==> config.mk <==
export PLATFORM = sky130hd
export DESIGN_NAME = imask_monitor
export DESIGN_NICKNAME = d
export VERILOG_FILES = /design/src/rtl/imon_pkg.sv /design/src/rtl/imon_tracker.sv /design/src/rtl/imon_stats.sv /design/src/rtl/imon_readout.sv /design/src/rtl/imask_monitor.sv
export SDC_FILE = /design/constraint.sdc
export NUM_CORES = 1
export LEC_CHECK = 0
export BUFFER_PORTS_ARGS = -buffer_cell sky130_fd_sc_hd__buf_2
export CAP_MARGIN = 15
export CELL_PAD_IN_SITES_DETAIL_PLACEMENT = 0
export CELL_PAD_IN_SITES_GLOBAL_PLACEMENT = 1
export CORE_MARGIN = 2
export CORE_UTILIZATION = 48
export DETAILED_ROUTE_END_ITERATION = 10
export PLACE_DENSITY = 0.84
export SLEW_MARGIN = 20
export SYNTH_ARGS = -nofsm -noshare
export SYNTH_HDL_FRONTEND = slang
export SYNTH_HIERARCHICAL = 1
export SYNTH_SLANG_ARGS = --single-unit
==> constraint.sdc <==
create_clock -name clk -period 17.7 [get_ports clk]
set_input_delay 4.425 -clock clk [delete_from_list [all_inputs] [get_ports clk]]
set_output_delay 4.425 -clock clk [all_outputs]
set_load 0.02 [all_outputs]
==> src/rtl/imon_pkg.sv <==
package imon_pkg;

    // Action taken by one channel on the current cycle.
    typedef enum logic [1:0] {
        EV_IDLE   = 2'd0,
        EV_OPEN   = 2'd1,
        EV_EXTEND = 2'd2,
        EV_CLOSE  = 2'd3
    } ev_t;

    function automatic ev_t decode_ev(input logic strobe, input logic mask, input logic is_open);
        if (!strobe)
            return EV_IDLE;
        if (mask)
            return is_open ? EV_EXTEND : EV_OPEN;
        return is_open ? EV_CLOSE : EV_IDLE;
    endfunction

    localparam int DEF_CNT_W = 32;
    localparam int DEF_NCH   = 2;

endpackage

==> src/rtl/imon_tracker.sv <==
module imon_tracker
    import imon_pkg::*;
#(
    parameter int CNT_W = DEF_CNT_W
) (
    input  logic             clk,
    input  logic             rst,
    input  logic             strobe_i,
    input  logic             mask_i,
    input  logic [CNT_W-1:0] cycle_i,
    output logic             open_o,
    output logic [CNT_W-1:0] run_len_o,
    output logic             close_o,
    output logic [CNT_W-1:0] close_len_o
);
    localparam logic [CNT_W-1:0] ALL1 = '1;

    logic             open_q;
    logic [CNT_W-1:0] start_q;
    logic [CNT_W-1:0] prev_q;
    logic             sat_q;

    logic [CNT_W-1:0] delta;
    logic             wrapped;
    logic [CNT_W-1:0] length;
    ev_t              ev;

    always_comb begin
        delta   = cycle_i - start_q;
        wrapped = sat_q || (delta < prev_q);
        length  = wrapped ? ALL1 : delta;
        ev      = decode_ev(strobe_i, mask_i, open_q);
    end

    assign open_o      = open_q;
    assign run_len_o   = open_q ? length : '0;
    assign close_o     = (ev == EV_CLOSE);
    assign close_len_o = length;

    always_ff @(posedge clk) begin
        if (rst) begin
            open_q  <= 1'b0;
            start_q <= '0;
            prev_q  <= '0;
            sat_q   <= 1'b0;
        end else begin
            unique case (ev)
                EV_OPEN: begin
                    open_q  <= 1'b1;
                    start_q <= cycle_i;
                    prev_q  <= '0;
                    sat_q   <= 1'b0;
                end
                EV_EXTEND: begin
                    prev_q <= delta;
                    sat_q  <= wrapped;
                end
                EV_CLOSE: begin
                    open_q <= 1'b0;
                    prev_q <= '0;
                    sat_q  <= 1'b0;
                end
                default: ;
            endcase
        end
    end

    a_r2_open_on_strobe: assert property (@(posedge clk) disable iff (rst)
        (strobe_i && mask_i && !open_q) |=> (open_q && start_q == $past(cycle_i)));

    a_r2_no_restart: assert property (@(posedge clk) disable iff (rst)
        (strobe_i && mask_i && open_q) |=> $stable(start_q));

    a_r5_idle_hold: assert property (@(posedge clk) disable iff (rst)
        (!strobe_i) |=> ($stable(open_q) && $stable(start_q)));

    a_r3_close_on_strobe: assert property (@(posedge clk) disable iff (rst)
        (strobe_i && !mask_i && open_q) |=> !open_q);

    a_r9_sat_sticky: assert property (@(posedge clk) disable iff (rst)
        (open_q && sat_q) |-> (run_len_o == ALL1));

    a_r10_closed_zero: assert property (@(posedge clk) disable iff (rst)
        (!open_q) |-> (run_len_o == '0));

endmodule

==> src/rtl/imon_stats.sv <==
module imon_stats
    import imon_pkg::*;
#(
    parameter int CNT_W = DEF_CNT_W
) (
    input  logic             clk,
    input  logic             rst,
    input  logic             close_i,
    input  logic [CNT_W-1:0] len_i,
    output logic [CNT_W-1:0] min_o,
    output logic [CNT_W-1:0] max_o,
    output logic [CNT_W-1:0] last_o
);
    localparam logic [CNT_W-1:0] ALL1 = '1;

    typedef struct packed {
        logic [CNT_W-1:0] lo;
        logic [CNT_W-1:0] hi;
        logic [CNT_W-1:0] last;
    } stats_t;

    stats_t st_q;

    always_ff @(posedge clk) begin
        if (rst) begin
            st_q.lo   <= ALL1;
            st_q.hi   <= '0;
            st_q.last <= '0;
        end else if (close_i) begin
            st_q.last <= len_i;
            if (len_i < st_q.lo)
                st_q.lo <= len_i;
            if (len_i > st_q.hi)
                st_q.hi <= len_i;
        end
    end

    assign min_o  = st_q.lo;
    assign max_o  = st_q.hi;
    assign last_o = st_q.last;

    a_r4_lo_le_hi: assert property (@(posedge clk) disable iff (rst)
        (st_q.lo != ALL1) |-> (st_q.lo <= st_q.hi));

    a_r4_lo_never_rises: assert property (@(posedge clk) disable iff (rst)
        1'b1 |=> (st_q.lo <= $past(st_q.lo)));

    a_r4_hi_never_falls: assert property (@(posedge clk) disable iff (rst)
        1'b1 |=> (st_q.hi >= $past(st_q.hi)));

    a_r3_last_hold: assert property (@(posedge clk) disable iff (rst)
        (!close_i) |=> $stable(st_q.last));

endmodule

==> src/rtl/imon_readout.sv <==
module imon_readout
    import imon_pkg::*;
#(
    parameter int CNT_W = DEF_CNT_W
) (
    input  logic             clk,
    input  logic             rst,
    input  logic             open_i,
    input  logic [CNT_W-1:0] run_len_i,
    input  logic [CNT_W-1:0] min_i,
    input  logic [CNT_W-1:0] max_i,
    output logic [CNT_W-1:0] rep_min_o,
    output logic [CNT_W-1:0] rep_max_o
);
    localparam logic [CNT_W-1:0] ALL1 = '1;

    always_comb begin
        rep_max_o = (open_i && (run_len_i > max_i)) ? run_len_i : max_i;
        rep_min_o = (min_i == ALL1) ? rep_max_o : min_i;
    end

    a_r6_min_le_max: assert property (@(posedge clk) disable iff (rst)
        1'b1 |-> (rep_min_o <= rep_max_o));

    a_r7_max_covers_run: assert property (@(posedge clk) disable iff (rst)
        open_i |-> (rep_max_o >= run_len_i));

endmodule

==> src/rtl/imask_monitor.sv <==
module imask_monitor
    import imon_pkg::*;
#(
    parameter int CNT_W = DEF_CNT_W,
    parameter int NCH   = DEF_NCH
) (
    input  logic                       clk,
    input  logic                       rst,
    input  logic                       sample_i,
    input  logic [NCH-1:0]             mask_i,
    input  logic [CNT_W-1:0]           cycle_i,
    output logic [NCH-1:0][CNT_W-1:0]  min_o,
    output logic [NCH-1:0][CNT_W-1:0]  max_o,
    output logic [NCH-1:0][CNT_W-1:0]  last_o,
    output logic [NCH-1:0]             open_o,
    output logic [NCH-1:0][CNT_W-1:0]  run_len_o
);

    for (genvar g = 0; g < NCH; g++) begin : g_ch
        logic             close_w;
        logic [CNT_W-1:0] close_len_w;
        logic [CNT_W-1:0] lo_w;
        logic [CNT_W-1:0] hi_w;

        imon_tracker #(.CNT_W(CNT_W)) u_trk (
            .clk        (clk),
            .rst        (rst),
            .strobe_i   (sample_i),
            .mask_i     (mask_i[g]),
            .cycle_i    (cycle_i),
            .open_o     (open_o[g]),
            .run_len_o  (run_len_o[g]),
            .close_o    (close_w),
            .close_len_o(close_len_w)
        );

        imon_stats #(.CNT_W(CNT_W)) u_st (
            .clk    (clk),
            .rst    (rst),
            .close_i(close_w),
            .len_i  (close_len_w),
            .min_o  (lo_w),
            .max_o  (hi_w),
            .last_o (last_o[g])
        );

        imon_readout #(.CNT_W(CNT_W)) u_rd (
            .clk      (clk),
            .rst      (rst),
            .open_i   (open_o[g]),
            .run_len_i(run_len_o[g]),
            .min_i    (lo_w),
            .max_i    (hi_w),
            .rep_min_o(min_o[g]),
            .rep_max_o(max_o[g])
        );
    end

endmodule

* Yosys cells after proc, flatten, opt, wreduce, memory -nomap -nowiden
Index checks and enable logic that the tools add are counted.
** Storage, ports and cells
- Register bits after elaboration :: 324
- Latch bits :: 0
- Memory bits (writable) :: 0
- ROM bits :: 0
- Input port bits :: 37
- Output and inout bits :: 258
- Logic and storage cells :: 75
- Memories :: 0
** Operators by class
- Add/sub/neg operators :: 2
- $mul :: 0
- Divide/modulo/power cells :: 0
- Order comparisons :: 8
- Equality and inequality tests :: 8
- Shift-type cells :: 0
- Muxes and demuxes :: 29
- Bitwise logic cells :: 0
- Reductions and logical operators :: 14
** Operators by type and width (count)
- two-way mux 32 bit :: 8
- greater-than comparator 32 bit :: 4
- less-than comparator 32 bit :: 4
- case mux 32 bit (2 select lines) :: 2
- equality test 32 bit (second input constant) :: 2
- subtractor 32 bit :: 2
- two-way mux 2 bit :: 11
- equality test 2 bit (second input constant) :: 4
- case mux 1 bit (2 select lines) :: 4
- AND reduction 2 bit :: 4
- nonzero test 2 bit :: 4
- equality test 2 x 1 -> 1 bit (second input constant) :: 2
- two-way mux 1 bit :: 4
- OR reduction 2 bit :: 2
- logical AND 1 bit :: 2
- logical OR 1 bit :: 2

* Depth between registers and ports, before layout
- Word-level depth :: 9
- Mapped depth :: 31
- Depth with buffers taken out :: 28

* Modules after synthesis
Netlist, hierarchy kept.
** By module, submodules not included
- imon_stats :: times used 2, cells each 611, area each 5318.9 um2, seq. area each 1921.8 um2
- imon_tracker :: times used 2, cells each 703, area each 5253.8 um2, seq. area each 1321.3 um2
- imon_readout :: times used 2, cells each 275, area each 2035.7 um2, seq. area each 0.0 um2

* Worst setup path after synthesis
Ideal clock, no wire load.
- Path type :: input port to output port
- Start point :: input cycle_i[0]
- End point :: output min_o[10] (netlist bit)
- Arrival :: 10.766 ns
- Data required time :: 13.275 ns
- Setup slack :: 2.509 ns
- Stages :: 31
- Buffers on the path :: 3
- Cells stage by stage :: inv_1 ha_1 inv_1 fa_1 a211oi_2 o21ai_1 a221o_1 a21oi_2 a21oi_1 a21oi_1 xnor2_1 ha_1 and3_1 nand4_1 o221ai_1 a211o_1 nand2_1 nand2_1 clkbuf_1 and4_1 nor3b_1 ha_1 nand4_2 nor4_2 nand3_1 or4_4 nand3_4 or2_1 buf_4 buf_6 o311a_1
** RTL lines
- start, declared :: RTL line imask_monitor.sv:11 : input logic [CNT_W-1:0] cycle_i,
- end, declared :: RTL line imask_monitor.sv:12 : output logic [NCH-1:0][CNT_W-1:0] min_o,

==> reports/metrics.cfg <==
[yosys]
synthCells=3178
synth_ff_type=dfxtp_1
netlist_area_mm2=0.0252
synth-edff-count=0
synth.avg_cell_area_um2=7.93
ys_warn_count=6
synth_nets=3531
synth_seq_area_share_pct=25.7
yosysUniqueCellTypes=70
ys_seq_elements=324
synthArstFlopShare_pct=0

[sta]
finalCritPeriodShare_pct=96.4
tightest_slew_ps=1150
worst_slack_ps=629
max_freq_ghz=0.0586
rsz0062_at_grt=false
worst_clock_skew_ps=29.8
relSlewSlack_pct=23.3
slew_violations=0
setup_tns_ps=0
hold_viol=0
fin_crit_ps=17070
hold_slack_ps=452
setup-violations-final=0

[route]
antenna_left=0
drtPass1Iterations=5
drt-wirelength-per-cell_um=19.1
vias=23774
routed_wl_um=78300
drc=0
drtIter0Drc=1533
vias_per_cell=5.80

[cells_and_area]
fillers=4899
drive_gt1_share_pct=14.8
final_cell_count_no_fill=4102
regArea_mm2=0.00649
finalNetCount=3730
syn2layout_area_growth_pct=13.0
multiInputGateArea_mm2=0.0167

[die]
core_area_mm2=0.0522
row_count=84
num_io_pins=295
die_area_mm2=0.0544
die_x_um=233
start_util_pct=48.3
die_h_um=233

[clock_network]
post_cts_resized=0
cts_num_sinks=324
tritoncts=done
holdBufCountCts=0
clk_pin_slew_ps=50
worstSkewPairLatency_ps=570
htreeDepth=2
cts_max_path_buffers=3
post_cts_buffers=0
cts_root_buffer=clkbuf_16
cts_made_buffers=40

[placed_design]
dp_hpwl_um=59500
dp_cells=4023
gp_congestion=0.909
dp_slack_ps=841
port_buffers=294

[power_and_ir_drop]
p_leak_nw=12.4
power_density_mw_per_mm2=98.4
p_total_mw=2.80
ir_worst_vdd_mv=0.0696

[setup_path]
path_max_fanout=34
critPathSlowestCell=nor4_4
path_common_cell=ha_1
crit_arrival_ps=12650
r2r-start=g_ch[1].u_trk/start_q[0]
critPathKind=in -> out
r2r_slack_ps=9960
end_kind=output port
slowest_delay_ps=770
crit_required_ps=13280
crit_start=cycle_i[0]
crit_path_start_kind=input pin

[global_routing]
grt_pass1_wl_um=122000
grt_max_degree=125
grt_use_total_pct=27.9
overflow=0
antenna_found_initial=9
grt_pass1_vias=22091

[min_path]
hold_path.class=reg -> reg
min_from=g_ch[0].u_trk/start_q[26]

[status]
status=finished, final reports clean

[flow_run]
maxCapViolations=0

-- layout by cell type (no fill, tap or decap), types with 64 or more instances in the layout --
cell type / count
o311a_1: 64
ha_1: 314
a21oi_1: 206
nor2_1: 197
nand2_1: 328
dfxtp_1: 324
a31oi_1: 78
inv_1: 338
buf_2: 293
nand2b_1: 194
o21ai_0: 178
mux2i_1: 128
-- cell type report --
type	count	share of cell area [%]
Antenna cell	5	0.0439
Tap cell	688	3.02
Inverter	338	4.45
Multi-Input combinational cell	2344	58.8
Clock inverter	13	0.619
Timing Repair Buffer	329	6.12
Clock buffer	61	4.18
Sequential cell	324	22.8
-- where the power goes --
part / switching [mW] / total (mW) / internal, mW / leakage [nW]
clock network: 0.337 / 0.861 / 0.523 / 0.677
registers: 0.0212 / 0.774 / 0.752 / 2.63
logic: 0.751 / 1.17 / 0.417 / 9.11
-- final timing paths --
path / depth (start not counted) / to
min: 2 / g_ch[0].u_trk/start_q[26]
max: 30 / max_o[63]
max reg2reg: 26 / g_ch[1].u_st/max_o[4]
min reg2reg: 2 / g_ch[0].u_trk/start_q[26]
-- synthesized netlist by cell type, drive strengths merged, types with 30 or more instances --
cell	n	area share [%]
a21o	62	1.8
a21oi	212	4.3
a31oi	80	2.0
and2	48	1.2
clkbuf	144	2.1
dfxtp	324	26
ha	314	16
inv	338	5.0
mux2	62	2.9
mux2i	128	5.1
nand2	330	4.9
nand2b	194	4.8
nand3	34	0.77
nand4	58	1.5
nor2	204	3.1
o21a	30	0.89
o21ai	196	3.9
o311a	64	2.5
xnor2	38	1.3
-- metrics by stage --
| step | cell area, um2 | utilization, % |
|---|---|---|
| after floorplan | 25200 | - |
| after global placement | 27100 | 51.9 |
| after detailed placement | 27100 | 51.9 |
| after CTS | 28500 | 54.5 |
| after global routing | 28500 | 54.5 |
| final | 28500 | 54.5 |
-- state kept, by name (all words and copies together), names as in the netlist --
| register | count |
|---|---|
| g_ch.u_st/max_o | 64 |
| g_ch.u_st/last_o | 64 |
| g_ch.u_trk/open_o | 2 |
| g_ch.u_st/min_o | 64 |
| g_ch.u_trk/prev_q | 64 |
| g_ch.u_trk/sat_q | 2 |
| g_ch.u_trk/start_q | 64 |
-- worst max-delay path, delay by kind of cell --
kind | cells | cell delay [ps]
buf+inv | 5 | 760
mux | 1 | 380
fa+ha+maj | 4 | 1320
simple gates | 7 | 2660
xor+xnor | 1 | 250
compound gates | 12 | 2780
-- cell families (layout without fill, tap and decap cells) --
kind of cell / after synthesis / count (layout) / synth area share, %
AOI/OAI and AO/OA: 814 / 814 / 21.3
xor gates and xnor gates: 58 / 58 / 2.01
adders and majority gates: 316 / 316 / 15.7
buffers and inverters: 510 / 741 / 8.16
DFF: 324 / 324 / 25.7
muxes: 190 / 190 / 8.03
other: 0 / 5 / 0
and+or+nand+nor: 966 / 966 / 19.1
-- metal layers --
metal  part of all wire, %  global-route usage [%]  wire (um)  up-vias
met5                 0.046                       0         36        -
met4                   2.8                    9.08       2220        6
met3                   6.0                    3.91       4730      141
met2                    44                    43.7      34700      667
met1                    47                    39.4      36600    11414
li1                      -                       -          -    11546
(Power assumes the default switching activity.)
